**config.mk**
```make
export PLATFORM = sky130hd
export DESIGN_NAME = colproj_stream
export DESIGN_NICKNAME = d
export VERILOG_FILES = /design/src/rtl/colproj_pkg.sv /design/src/rtl/colproj_cfg.sv /design/src/rtl/colproj_walker.sv /design/src/rtl/colproj_gate.sv /design/src/rtl/colproj_stream.sv
export SDC_FILE = /design/constraint.sdc
export NUM_CORES = 1
export LEC_CHECK = 0
export CORE_ASPECT_RATIO = 0.5
export CORE_MARGIN = 2
export CORE_UTILIZATION = 50
export CTS_CLUSTER_SIZE = 28
export DETAILED_ROUTE_END_ITERATION = 8
export PLACE_DENSITY = 0.79
export SYNTH_ARGS = -nofsm -noshare
export SYNTH_HDL_FRONTEND = slang
export SYNTH_HIERARCHICAL = 1
export SYNTH_SLANG_ARGS = --single-unit
```
**constraint.sdc**
```tcl
create_clock -name clk -period 8.8 [get_ports clk]
set_input_delay 0.88 -clock clk [delete_from_list [all_inputs] [get_ports clk]]
set_output_delay 0.88 -clock clk [all_outputs]
set_load 0.01 [all_outputs]
```
**src/rtl/colproj_pkg.sv**
```systemverilog
// Shared definitions for the column projection stream.
// Assumes nothing beyond being compiled before the modules that use it.
package colproj_pkg;

    // Run phase of the projection job.
    typedef enum logic {
        PH_IDLE = 1'b0,
        PH_RUN  = 1'b1
    } phase_e;

endpackage

```
**src/rtl/colproj_cfg.sv**
```systemverilog
// Configuration latch for one projection job.
// Clamps the column count, clears mask bits beyond it, and captures the
// effective mask, the counter limits, the kept-column count and the index
// of the highest kept column on a launch.
// Assumes MAX_COLS >= 2.
module colproj_cfg #(
    parameter int MAX_COLS = 32,
    parameter int ROW_W    = 16,
    localparam int COL_W   = $clog2(MAX_COLS),
    localparam int CNT_W   = $clog2(MAX_COLS + 1)
) (
    input  logic                clk,
    input  logic                rst_n,
    input  logic                launch,
    input  logic [MAX_COLS-1:0] cfg_mask,
    input  logic [CNT_W-1:0]    cfg_cols,
    input  logic [ROW_W-1:0]    cfg_rows,
    output logic                bad_cfg,
    output logic                no_rows,
    output logic [MAX_COLS-1:0] keep_mask_q,
    output logic [COL_W-1:0]    cols_m1_q,
    output logic [ROW_W-1:0]    rows_m1_q,
    output logic [CNT_W-1:0]    width_q,
    output logic [COL_W-1:0]    last_col_q
);

    logic [CNT_W-1:0]    cols_cl;
    logic [MAX_COLS-1:0] eff_mask;
    logic [CNT_W-1:0]    kept_cnt;
    logic [COL_W-1:0]    last_idx;

    // Clamp the column count to the widest supported row.
    always_comb begin
        cols_cl = (cfg_cols > CNT_W'(MAX_COLS)) ? CNT_W'(MAX_COLS) : cfg_cols;
    end

    // Keep only mask bits that name an existing column.
    for (genvar g = 0; g < MAX_COLS; g++) begin : g_eff
        assign eff_mask[g] = cfg_mask[g] & (CNT_W'(g) < cols_cl);
    end

    // Count kept columns and find the highest kept index.
    always_comb begin
        kept_cnt = '0;
        last_idx = '0;
        for (int i = 0; i < MAX_COLS; i++) begin
            kept_cnt = kept_cnt + CNT_W'(eff_mask[i]);
            if (eff_mask[i]) begin
                last_idx = COL_W'(i);
            end
        end
    end

    // Flag launches that keep nothing or carry no rows.
    always_comb begin
        bad_cfg = (eff_mask == '0);
        no_rows = (cfg_rows == '0);
    end

    // Capture the job configuration on an accepted launch.
    always_ff @(posedge clk) begin
        if (!rst_n) begin
            keep_mask_q <= '0;
            cols_m1_q   <= '0;
            rows_m1_q   <= '0;
            width_q     <= '0;
            last_col_q  <= '0;
        end else if (launch) begin
            keep_mask_q <= eff_mask;
            cols_m1_q   <= COL_W'(cols_cl - CNT_W'(1));
            rows_m1_q   <= cfg_rows - ROW_W'(1);
            width_q     <= kept_cnt;
            last_col_q  <= last_idx;
        end
    end

endmodule

```
**src/rtl/colproj_walker.sv**
```systemverilog
// Position tracker for the projection job.
// Walks the column index from 0 to the configured width minus 1, counts
// rows, and ends the job after the final column of the final row.
// Raises the error flag for launches with an empty effective mask.
// Assumes launch is only asserted while idle.
module colproj_walker #(
    parameter int MAX_COLS = 32,
    parameter int ROW_W    = 16,
    localparam int COL_W   = $clog2(MAX_COLS)
) (
    input  logic             clk,
    input  logic             rst_n,
    input  logic             launch,
    input  logic             bad_cfg,
    input  logic             no_rows,
    input  logic             beat,
    input  logic [COL_W-1:0] cols_m1,
    input  logic [ROW_W-1:0] rows_m1,
    output logic             busy,
    output logic             done,
    output logic             err,
    output logic [COL_W-1:0] col_q,
    output logic [ROW_W-1:0] row_q
);
    import colproj_pkg::*;

    phase_e phase_q;

    // Busy whenever a job is in its run phase.
    assign busy = (phase_q == PH_RUN);

    // Advance phase, position counters, done pulse and error flag.
    always_ff @(posedge clk) begin
        if (!rst_n) begin
            phase_q <= PH_IDLE;
            done    <= 1'b0;
            err     <= 1'b0;
            col_q   <= '0;
            row_q   <= '0;
        end else begin
            done <= 1'b0;
            case (phase_q)
                PH_IDLE: begin
                    if (launch) begin
                        col_q <= '0;
                        row_q <= '0;
                        if (bad_cfg) begin
                            err  <= 1'b1;
                            done <= 1'b1;
                        end else if (no_rows) begin
                            err  <= 1'b0;
                            done <= 1'b1;
                        end else begin
                            err     <= 1'b0;
                            phase_q <= PH_RUN;
                        end
                    end
                end
                PH_RUN: begin
                    if (beat) begin
                        if (col_q == cols_m1) begin
                            col_q <= '0;
                            if (row_q == rows_m1) begin
                                phase_q <= PH_IDLE;
                                done    <= 1'b1;
                            end else begin
                                row_q <= row_q + ROW_W'(1);
                            end
                        end else begin
                            col_q <= col_q + COL_W'(1);
                        end
                    end
                end
                default: phase_q <= PH_IDLE;
            endcase
        end
    end

endmodule

```
**src/rtl/colproj_gate.sv**
```systemverilog
// Beat gate for the projection stream.
// Passes a kept word straight through with its handshake, swallows a
// dropped word without waiting on the output, and marks row and table ends.
// Assumes the mask, limits and last index are stable while busy.
module colproj_gate #(
    parameter int MAX_COLS = 32,
    parameter int ROW_W    = 16,
    localparam int COL_W   = $clog2(MAX_COLS)
) (
    input  logic                busy,
    input  logic [MAX_COLS-1:0] keep_mask,
    input  logic [COL_W-1:0]    col,
    input  logic [ROW_W-1:0]    row,
    input  logic [COL_W-1:0]    last_col,
    input  logic [ROW_W-1:0]    rows_m1,
    input  logic                in_valid,
    input  logic                out_ready,
    output logic                in_ready,
    output logic                out_valid,
    output logic                row_last,
    output logic                tbl_last
);

    logic keep;

    // Select bit of the current column.
    assign keep = keep_mask[col];

    // Handshake gating and end-of-row / end-of-table marks.
    always_comb begin
        out_valid = busy & in_valid & keep;
        in_ready  = busy & (keep ? out_ready : 1'b1);
        row_last  = out_valid & (col == last_col);
        tbl_last  = row_last & (row == rows_m1);
    end

endmodule

```
**src/rtl/colproj_stream.sv**
```systemverilog
// Masked column projection stream, top level.
// Latches a job configuration on start, then forwards or drops each input
// column word by its mask bit without buffering any row.
// Assumes upstream holds a pending word steady until it is taken.
module colproj_stream #(
    parameter int DATA_W   = 32,
    parameter int MAX_COLS = 32,
    parameter int ROW_W    = 16,
    localparam int COL_W   = $clog2(MAX_COLS),
    localparam int CNT_W   = $clog2(MAX_COLS + 1)
) (
    input  logic                clk,
    input  logic                rst_n,
    input  logic                start,
    input  logic [MAX_COLS-1:0] cfg_mask,
    input  logic [CNT_W-1:0]    cfg_cols,
    input  logic [ROW_W-1:0]    cfg_rows,
    input  logic                in_valid,
    output logic                in_ready,
    input  logic [DATA_W-1:0]   in_data,
    output logic                out_valid,
    input  logic                out_ready,
    output logic [DATA_W-1:0]   out_data,
    output logic                out_row_last,
    output logic                out_tbl_last,
    output logic [CNT_W-1:0]    out_width,
    output logic                busy,
    output logic                done,
    output logic                err
);

    logic                launch;
    logic                beat;
    logic                bad_cfg;
    logic                no_rows;
    logic [MAX_COLS-1:0] keep_mask;
    logic [COL_W-1:0]    cols_m1;
    logic [ROW_W-1:0]    rows_m1;
    logic [COL_W-1:0]    last_col;
    logic [COL_W-1:0]    col;
    logic [ROW_W-1:0]    row;

    // Start is honoured only between jobs; a beat is an accepted input word.
    assign launch   = start & ~busy;
    assign beat     = in_valid & in_ready;
    assign out_data = in_data;

    colproj_cfg #(
        .MAX_COLS (MAX_COLS),
        .ROW_W    (ROW_W)
    ) i_cfg (
        .clk         (clk),
        .rst_n       (rst_n),
        .launch      (launch),
        .cfg_mask    (cfg_mask),
        .cfg_cols    (cfg_cols),
        .cfg_rows    (cfg_rows),
        .bad_cfg     (bad_cfg),
        .no_rows     (no_rows),
        .keep_mask_q (keep_mask),
        .cols_m1_q   (cols_m1),
        .rows_m1_q   (rows_m1),
        .width_q     (out_width),
        .last_col_q  (last_col)
    );

    colproj_walker #(
        .MAX_COLS (MAX_COLS),
        .ROW_W    (ROW_W)
    ) i_walker (
        .clk     (clk),
        .rst_n   (rst_n),
        .launch  (launch),
        .bad_cfg (bad_cfg),
        .no_rows (no_rows),
        .beat    (beat),
        .cols_m1 (cols_m1),
        .rows_m1 (rows_m1),
        .busy    (busy),
        .done    (done),
        .err     (err),
        .col_q   (col),
        .row_q   (row)
    );

    colproj_gate #(
        .MAX_COLS (MAX_COLS),
        .ROW_W    (ROW_W)
    ) i_gate (
        .busy      (busy),
        .keep_mask (keep_mask),
        .col       (col),
        .row       (row),
        .last_col  (last_col),
        .rows_m1   (rows_m1),
        .in_valid  (in_valid),
        .out_ready (out_ready),
        .in_ready  (in_ready),
        .out_valid (out_valid),
        .row_last  (out_row_last),
        .tbl_last  (out_tbl_last)
    );

endmodule

```
-- After elaboration in Yosys (flattened, before gate mapping)
Cells that the tools add are included.
- flip-flop bits (word level): 88
- bits of input ports: 91
- word-level logic and storage cells: 190
- $add $sub $neg: 35
- $lt $le $gt $ge: 34
- equal/unequal tests: 7
- muxes and demuxes: 59
- bitwise logic cells: 40
- reduce and logical (&&, ||, !) cells: 5
- operators with widths (cell ; count):
    6-bit by 1-bit adder with 6-bit output ; 30
    5-bit by 6-bit < comparator with 1-bit output, first input constant ; 16
    5-bit 2-to-1 mux ; 19
    16-bit 2-to-1 mux ; 4
    4-bit by 6-bit < comparator with 1-bit output, first input constant ; 8
    1-bit AND ; 39
    32-bit zero test ; 1
    4-bit 2-to-1 mux ; 8
    16-bit case mux with 2 select lines ; 1
    3-bit by 6-bit < comparator with 1-bit output, first input constant ; 4
    16-bit by 1-bit adder with 16-bit output, second input constant ; 1
    16-bit equality test ; 1
    16-bit zero test ; 1
    1-bit 2-to-1 mux ; 16
    16-bit by 1-bit subtractor with 16-bit output, second input constant ; 1
    1-bit by 6-bit < comparator with 1-bit output, first input constant ; 2
    2-bit by 6-bit < comparator with 1-bit output, first input constant ; 2
    3-bit 2-to-1 mux ; 4
    5-bit equality test ; 2
    5-bit case mux with 2 select lines ; 1
    6-bit greater-than comparator, second input constant ; 1
    5-bit by 6-bit < comparator with 1-bit output, second input constant ; 1
    6-bit 2-to-1 mux ; 1
    2-bit != test, second input constant ; 3
    other kinds (10) ; 13

-- Depth between registers and ports, before layout
Gate-level depths: netlist of the first run.
- depth in word-level cells: 35
- gate-level depth with buffers: 26
- gate-level depth less buffers: 24

-- By module
The synthesis of the first run kept the hierarchy.
- modules (own cells, without submodules) (module ; times used ; cells each ; area an instance (um2) ; sequential area each (um2)):
    colproj_cfg ; 1 ; 487 ; 4285.4 ; 1281.2
    colproj_walker ; 1 ; 174 ; 1461.4 ; 480.5
    colproj_gate ; 1 ; 78 ; 603.1 ; 0.0
    colproj_stream ; 1 ; 34 ; 260.2 ; 0.0

-- Least setup slack after synthesis of the first run
No wires, ideal clock.
- kind: input to register
- start point: in cfg_cols[3]
- end point: reg i_cfg.width_q[4]
- setup time: 0.117 ns
- arrival time: 6.072 ns
- required time: 8.683 ns
- setup slack: 2.612 ns
- stages on the path: 24
- path through: clkbuf_1 buf_2 buf_2 o311ai_1 inv_1 fa_1 fa_1 inv_1 fa_1 inv_1 fa_1 fa_1 inv_1 fa_1 inv_1 ha_1 inv_1 fa_1 inv_1 a21o_1 a21oi_1 xnor2_1 mux2i_1 nor2b_1
- elaborated cells between the ends (all ways): 97
- those cells by class: add/sub: 31; order compare: 33; mux: 1; bitwise: 32
- RTL lines (element ; RTL line ; source):
    start: declaration ; colproj_stream.sv:16 ; input logic [CNT_W-1:0] cfg_cols,
    6-bit greater-than comparator ; colproj_cfg.sv:34 ; cols_cl = (cfg_cols > CNT_W'(MAX_COLS)) ? CNT_W'(MAX_COLS) : cfg_cols;
    6-bit 2-to-1 mux (*) ; colproj_cfg.sv:34 ;
    5-bit by 6-bit < comparator with 1-bit output (*) ; colproj_cfg.sv:39 ; assign eff_mask[g] = cfg_mask[g] & (CNT_W'(g) < cols_cl);
    1-bit AND (*) ; colproj_cfg.sv:39 ;
    net i_cfg.eff_mask[17] ; colproj_cfg.sv:28 ; logic [MAX_COLS-1:0] eff_mask;
    6-bit by 1-bit adder with 6-bit output (*) (15 in series) ; colproj_cfg.sv:47 ; kept_cnt = kept_cnt + CNT_W'(eff_mask[i]);
    end signal: assignment ; colproj_cfg.sv:72 ; width_q <= kept_cnt;
    end: declaration ; colproj_cfg.sv:23 ; output logic [CNT_W-1:0] width_q,
Mark *: on every way through the listed nets, which the timed path passes. The rest lies on a longest branch.
A chain may end at the register's enable or synchronous reset.

-- Worst setup path after layout of the first run
- start point: in cfg_cols[5]
- end point: reg i_cfg.width_q[4]
- longest elaborated chain between the ends: 35
- elaborated cells between the ends (all ways): 97
- those cells by class: add/sub: 31; order compare: 33; mux: 1; bitwise: 32
- ends and longest elaborated chain (element ; RTL line):
    6-bit greater-than comparator ; colproj_cfg.sv:34
    6-bit 2-to-1 mux (*) ; colproj_cfg.sv:34
    1-bit by 6-bit < comparator with 1-bit output ; colproj_cfg.sv:39
    1-bit AND ; colproj_cfg.sv:39
    1-bit by 1-bit adder with 2-bit output ; colproj_cfg.sv:47
    6-bit by 1-bit adder with 6-bit output (29 in series) ; colproj_cfg.sv:47
    6-bit by 1-bit adder with 6-bit output (*) ; colproj_cfg.sv:47
Mark *: on every way between the ends. The rest lies on a longest branch, timed or not.

==> metrics, run 1 <==
outcome finished, final reports clean; detailed router's first-iteration violation count 586; IO Pins 136; post-route setup slack 1.67 ns; number of buffers added for setup after CTS 0; dpl ws 1.44 ns; # hold bufs at CTS 0; largest net degree at the start of global routing 81; max-slew violations 0; drt pass-1 iters 6; fmax 140 MHz; commonest cells after routing, fill and taps aside dfxtp_1 (88), clkdlybuf4s50_1 (70), nand2_1 (56); Critical Path Source Type input port; CP max stage cell clkdlybuf4s50_1; Tmin final 7.13 ns; antenna cells 0; CTS H-tree depth 3; Tot GR Track Use 24.6%; CORE AREA 12800 um^2; element type at the critical path end register; Final Cycle Share 81.0%; Final Hold Vio Count 0; most common cell after layout, fill and taps aside dfxtp_1; final-layout fill cell count 1126; Power Dens Cells 213 nW/um^2; Worst Tran Pin Value 0.952 ns; vias in the first global route 5496; Worst Hold Class register to register; CTS tree yes; Unique masters post-synth 79; clk sinks 88; VDD IR max 0.000285 V; hpwl dp 12.8 mm; relative slew slack 36.0%; initial antenna violation count 0; Leakage 0.00295 uW; Max Fanout on Critical Path 24; Fin Setup TNS 0 ns; CP max stage delay 0.81 ns; area occupied by registers 1760 um^2; endpoints failing setup 0; Worst Setup Path Type input port to register; DRC 0; Syn Area/Cell 8.55 um^2; grt ovf 0; Syn Nets 901; Netlist Area Pre-Place 6610 um^2; DIE HEIGHT 85.3 um; Cell Rows 29; Crit path arrival time 7.41 ns; Post-synth EDFFs 0; routability congestion estimate 0.942; Via Count 5721; final-stage net count 917; starting density of the core 51.8%; Synth Instances 773; CP Cell Sequence clkdlybuf4s50_1 -> nor2b_1 -> ha_1 -> o211ai_1 -> a21boi_0 -> inv_1 -> fa_1 -> inv_1 -> fa_1 -> fa_1 -> fa_1 -> inv_1 -> fa_1 -> inv_1 -> ha_1 -> inv_1 -> fa_1 -> inv_1 -> a21o_1 -> a21oi_1 -> xnor2_1 -> mux2i_1 -> nor2b_1; Ys Warns 6; vias per cell 5.93; first-pass GRT wire length 28.1 mm; Clock transition at path regs 0.07 ns; Layout Area Growth over Synthesis 12.2%; final WL 17.3 mm; post-route ant nets 0; Die Wd 167 um; Post-synth top flop dfxtp_1; die outline area 14200 um^2; Synth async-reset ratio 0%; Multi-input gate area 4190 um^2; skew final 0.00907 ns; Root Buffer clkbuf_16; number of gates resized after cts 0; RSZ-0062 raised after global routing false; Skew-Pair Late Insertion Delay 0.34 ns; number of max-cap violations 0; share of layout cells above drive strength 1 5.16%; Wirelength per Cell 18.0 um; maximum clock path buffer count 2; IO buf count 71; post-synthesis sequential area ratio 26.7%; TritonCTS buffer count 9; Req. time, crit path 9.07 ns; worst hold margin 0.478 ns; number of synthesized register bits 88
==> sequential cells by signal, summed over array words and instances (netlist names) <==
name,count
i_walker/row_q,16
i_cfg/rows_m1_q,16
i_cfg/last_col_q,5
i_walker/err,1
i_cfg/cols_m1_q,5
i_walker/busy,1
i_cfg/width_q,6
i_walker/done,1
i_cfg/keep_mask_q,32
i_walker/col_q,5
==> worst paths after layout <==
| path | from | end | slack [ns] | depth (start not counted) |
|---|---|---|---|---|
| setup / recovery | cfg_cols[5] | i_cfg/width_q[4] | 1.67 | 23 |
| hold / removal | i_cfg/width_q[1] | i_cfg/width_q[1] | 0.48 | 1 |
| setup reg to reg | i_walker/col_q[1] | i_walker/row_q[12] | 4.89 | 14 |
| hold reg to reg | i_cfg/width_q[1] | i_cfg/width_q[1] | 0.48 | 1 |
==> cells in the mapped netlist, types with 8 or more instances <==
master    count  area (um^2)
xnor2_1      30          263
nand3_1      24          120
a31oi_1       8         50.1
nor3_1       15         75.1
nand2b_1     12         75.1
buf_4        32          240
nor4_1       16          100
a21oi_1      26          130
clkbuf_1     23         86.3
mux2i_1      51          510
nand4_1      12         75.1
xor2_1       28          245
fa_1         24          480
nand2_1      56          210
and2_1       11         68.8
ha_1         13          163
o21ai_0      29          145
o211a_1      15          150
inv_1        53          199
nor2b_1      37          231
a21boi_0      9         67.6
dfxtp_1      88         1760
nor2_1       31          116
==> per-layer routing <==
layer	part of all wire, %	up-vias	global-route usage [%]
li1	-	2724	-
met1	44	2713	32.5
met2	45	232	40.3
met3	8.0	52	5.08
met4	2.6	0	9.01
met5	0	-	0
==> cell type report <==
cell class	instances	area share, %
clock buffers	9	3.04
clock inverters	7	1.06
inverters	55	2.78
multi-input cells	559	56.5
flip-flops and latches	88	23.8
well taps	170	2.87
repair buffers	76	10.0
==> critical path: cells and delay by family <==
kind | cells | cell delay (ns)
fa+ha+maj | 8 | 3.28
buf+inv | 7 | 1.24
simple gates | 2 | 0.53
xor+xnor | 1 | 0.14
compound gates | 4 | 1.22
mux | 1 | 0.10
==> power by group <==
part	switching (uW)	internal, uW
sequential	24.6	430
clock	170	224
combinational	383	348
total	578	1000
==> kinds of logic after synthesis <==
kind of cell | after synthesis | share of synthesized area [%]
and+or+nand+nor | 252 | 20.8
AOI/OAI and AO/OA | 160 | 17.3
buffers and inverters | 126 | 10.0
DFF | 88 | 26.7
xor gates and xnor gates | 58 | 7.69
muxes | 52 | 7.89
adders and majority gates | 37 | 9.73
==> through the flow <==
step | cell area [um^2] | utilization [%] | total power (uW) | instances
after floorplan | 6610 | - | 1020 | 773
after global placement | 7110 | 55.7 | 1160 | 948
after detailed placement | 7110 | 55.7 | 1180 | 948
after CTS | 7410 | 58.1 | 1590 | 964
after global routing | 7410 | 58.1 | 1710 | 964
final | 7410 | 58.1 | 1580 | 964
Note: power is estimated with default switching activity, not from simulation.
==> run 2: changes to the inputs <==
- CORE_UTILIZATION: 50 -> 48
- PLACE_DENSITY: 0.79 -> 0.8
- clock period: 8.8 -> 6.2 ns (I/O delays scaled with it)
==> metrics, run 2 (synthesis gave the netlist of run 1 again) <==
number of buffers added for setup after CTS 0; Clock transition at path regs 0.06 ns; routability congestion estimate 0.974; antenna cells 0; CTS H-tree depth 3; final WL 17.9 mm; Psw 836 uW; Crit path arrival time 6.26 ns; Worst Hold Class register to register; Reg2Reg Setup Slack 2.05 ns; grt ovf 0; Tot GR Track Use 24.6%; relative slew slack 39.6%; RSZ-0062 raised after global routing false; Max Fanout on Critical Path 4; die outline area 14800 um^2; DIE HEIGHT 87.0 um; # hold bufs at CTS 0; sw frac 36.2%; number of gates resized after cts 0; Power Dens Cells 296 nW/um^2; RR Endpoint i_walker/row_q[12]; Worst Tran Pin Value 0.905 ns; Clk pwr share 24.3%; post-route cell area 7780 um^2; VDD IR max 0.000246 V; IO buf count 71; post-route ant nets 0; first-pass GRT wire length 28.6 mm; DRC 0; commonest cells after routing, fill and taps aside dfxtp_1 (88), clkdlybuf4s50_1 (70), nand2_1 (56); starting density of the core 48.9%; vias per cell 5.80; endpoints failing setup 0; Cell Rows 30; Via Count 5902; Skew-Pair Late Insertion Delay 0.35 ns; Final Hold Vio Count 0; Layout Area Growth over Synthesis 17.8%; Die Wd 170 um; worst hold start i_cfg/width_q[1]; final-stage net count 965; Regs by FF count i_cfg/keep_mask_q (32), i_cfg/rows_m1_q (16), i_walker/row_q (16); sequential power share 28.0%; largest net degree at the start of global routing 81; Final Power 2310 uW; maximum clock path buffer count 2; clk sinks 88; combinational fraction of design power 47.7%; Worst Setup Path Type input port to register; CORE AREA 13500 um^2; Cells on Worst Hold Path 1; CTS tree yes; reg2reg path depth 13; TritonCTS buffer count 9; initial antenna violation count 0; drt pass-1 iters 5; Req. time, crit path 6.44 ns; vias in the first global route 5586; max-slew violations 0; register name with the most flops i_cfg/keep_mask_q; Root Buffer clkbuf_16; number of flip-flops in the largest register 32; Final Cycle Share 97.1%; number of max-cap violations 0; element type at the critical path end register; placed cell area 7480 um^2; Tmin final 6.02 ns; Leakage 0.00319 uW; share of layout cells above drive strength 1 10.6%; IO Pins 136; Critical R2R Launch i_walker/col_q[1]; Wirelength per Cell 17.5 um; most common cell after layout, fill and taps aside dfxtp_1; skew final 0.00964 ns; detailed router's first-iteration violation count 473; outcome finished, final reports clean; hpwl dp 13.8 mm; P_int 1470 uW; Critical Path Source Type input port; Hold Path Sink i_cfg/width_q[1]; fmax 166 MHz
run 2: cell types whose count changed in the layout (fill, tap and decap cells not counted), sizes merged:
cell,change
clkinvlp,-2
buf,+48
clkinv,+3
inv,-2
clkbuf,+1
run 2: worst max path at each step:
stage / from / to / slack (ns) / cells past startpoint
floorplan: cfg_cols[3] / i_cfg/width_q[4] / 0.27 / 24
finish: cfg_cols[1] / i_cfg/width_q[4] / 0.18 / 23
detailed placement: cfg_cols[1] / i_cfg/width_q[4] / -0.15 / 23
CTS: cfg_cols[1] / i_cfg/width_q[4] / 0.20 / 23
global route: cfg_cols[1] / i_cfg/width_q[4] / 0.0006 / 23
global placement: cfg_cols[1] / i_cfg/width_q[4] / 0.02 / 23
run 2: cell type report:
type	count	area, um^2
clock buffer	10	239
sequential	88	1760
fill	1193	5730
inverter	55	206
multi-input combinational	559	4190
tap	176	220
clock inverter	6	66.3
timing repair buffer	124	1100
run 2: worst max-delay path, cell delays in order:
cell	delay (ns)
clkdlybuf4s50_1	0.47
or2_2	0.34
o311ai_1	0.31
inv_1	0.14
fa_1	0.53
fa_1	0.52
inv_1	0.05
fa_1	0.49
inv_1	0.05
fa_1	0.46
fa_1	0.52
inv_1	0.05
fa_1	0.44
inv_1	0.08
ha_1	0.18
inv_1	0.07
fa_1	0.38
inv_1	0.06
a21o_1	0.10
a21oi_1	0.07
xnor2_1	0.13
mux2i_1	0.13
nor2b_1	0.06
run 2: per-stage QoR:
step / TNS (ns) / utilization [%] / hold slack (ns) / setup WS (ns) / std cells
detailed placement: -0.214 / 55.3 / 0.472 / -0.153 / 1002
finish: 0 / 57.6 / 0.478 / 0.179 / 1018
floorplan: 0 / - / 0.456 / 0.272 / 773
global placement: 0 / 55.3 / 0.467 / 0.0247 / 1002
global route: 0 / 57.6 / 0.492 / 0.000552 / 1018
CTS: 0 / 57.6 / 0.481 / 0.196 / 1018
run 2: layer usage:
metal / global-route usage [%] / vias up / routed length [um]
met2: 40.2 / 231 / 8060
met1: 32.2 / 2812 / 8030
li1: - / 2817 / -
met3: 6.04 / 42 / 1380
met4: 8.39 / 0 / 390
met5: 0 / - / 0
run 2: power by group through the flow:
| stage | registers (uW) | clock network, uW | logic, uW |
|---|---|---|---|
| 2_1_floorplan | 651 | 0 | 795 |
| 3_3_place_gp | 655 | 0 | 1050 |
| 3_5_place_dp | 657 | 0 | 1090 |
| 4_1_cts | 645 | 567 | 1100 |
| 5_1_grt | 650 | 589 | 1250 |
| 6_report | 645 | 561 | 1100 |
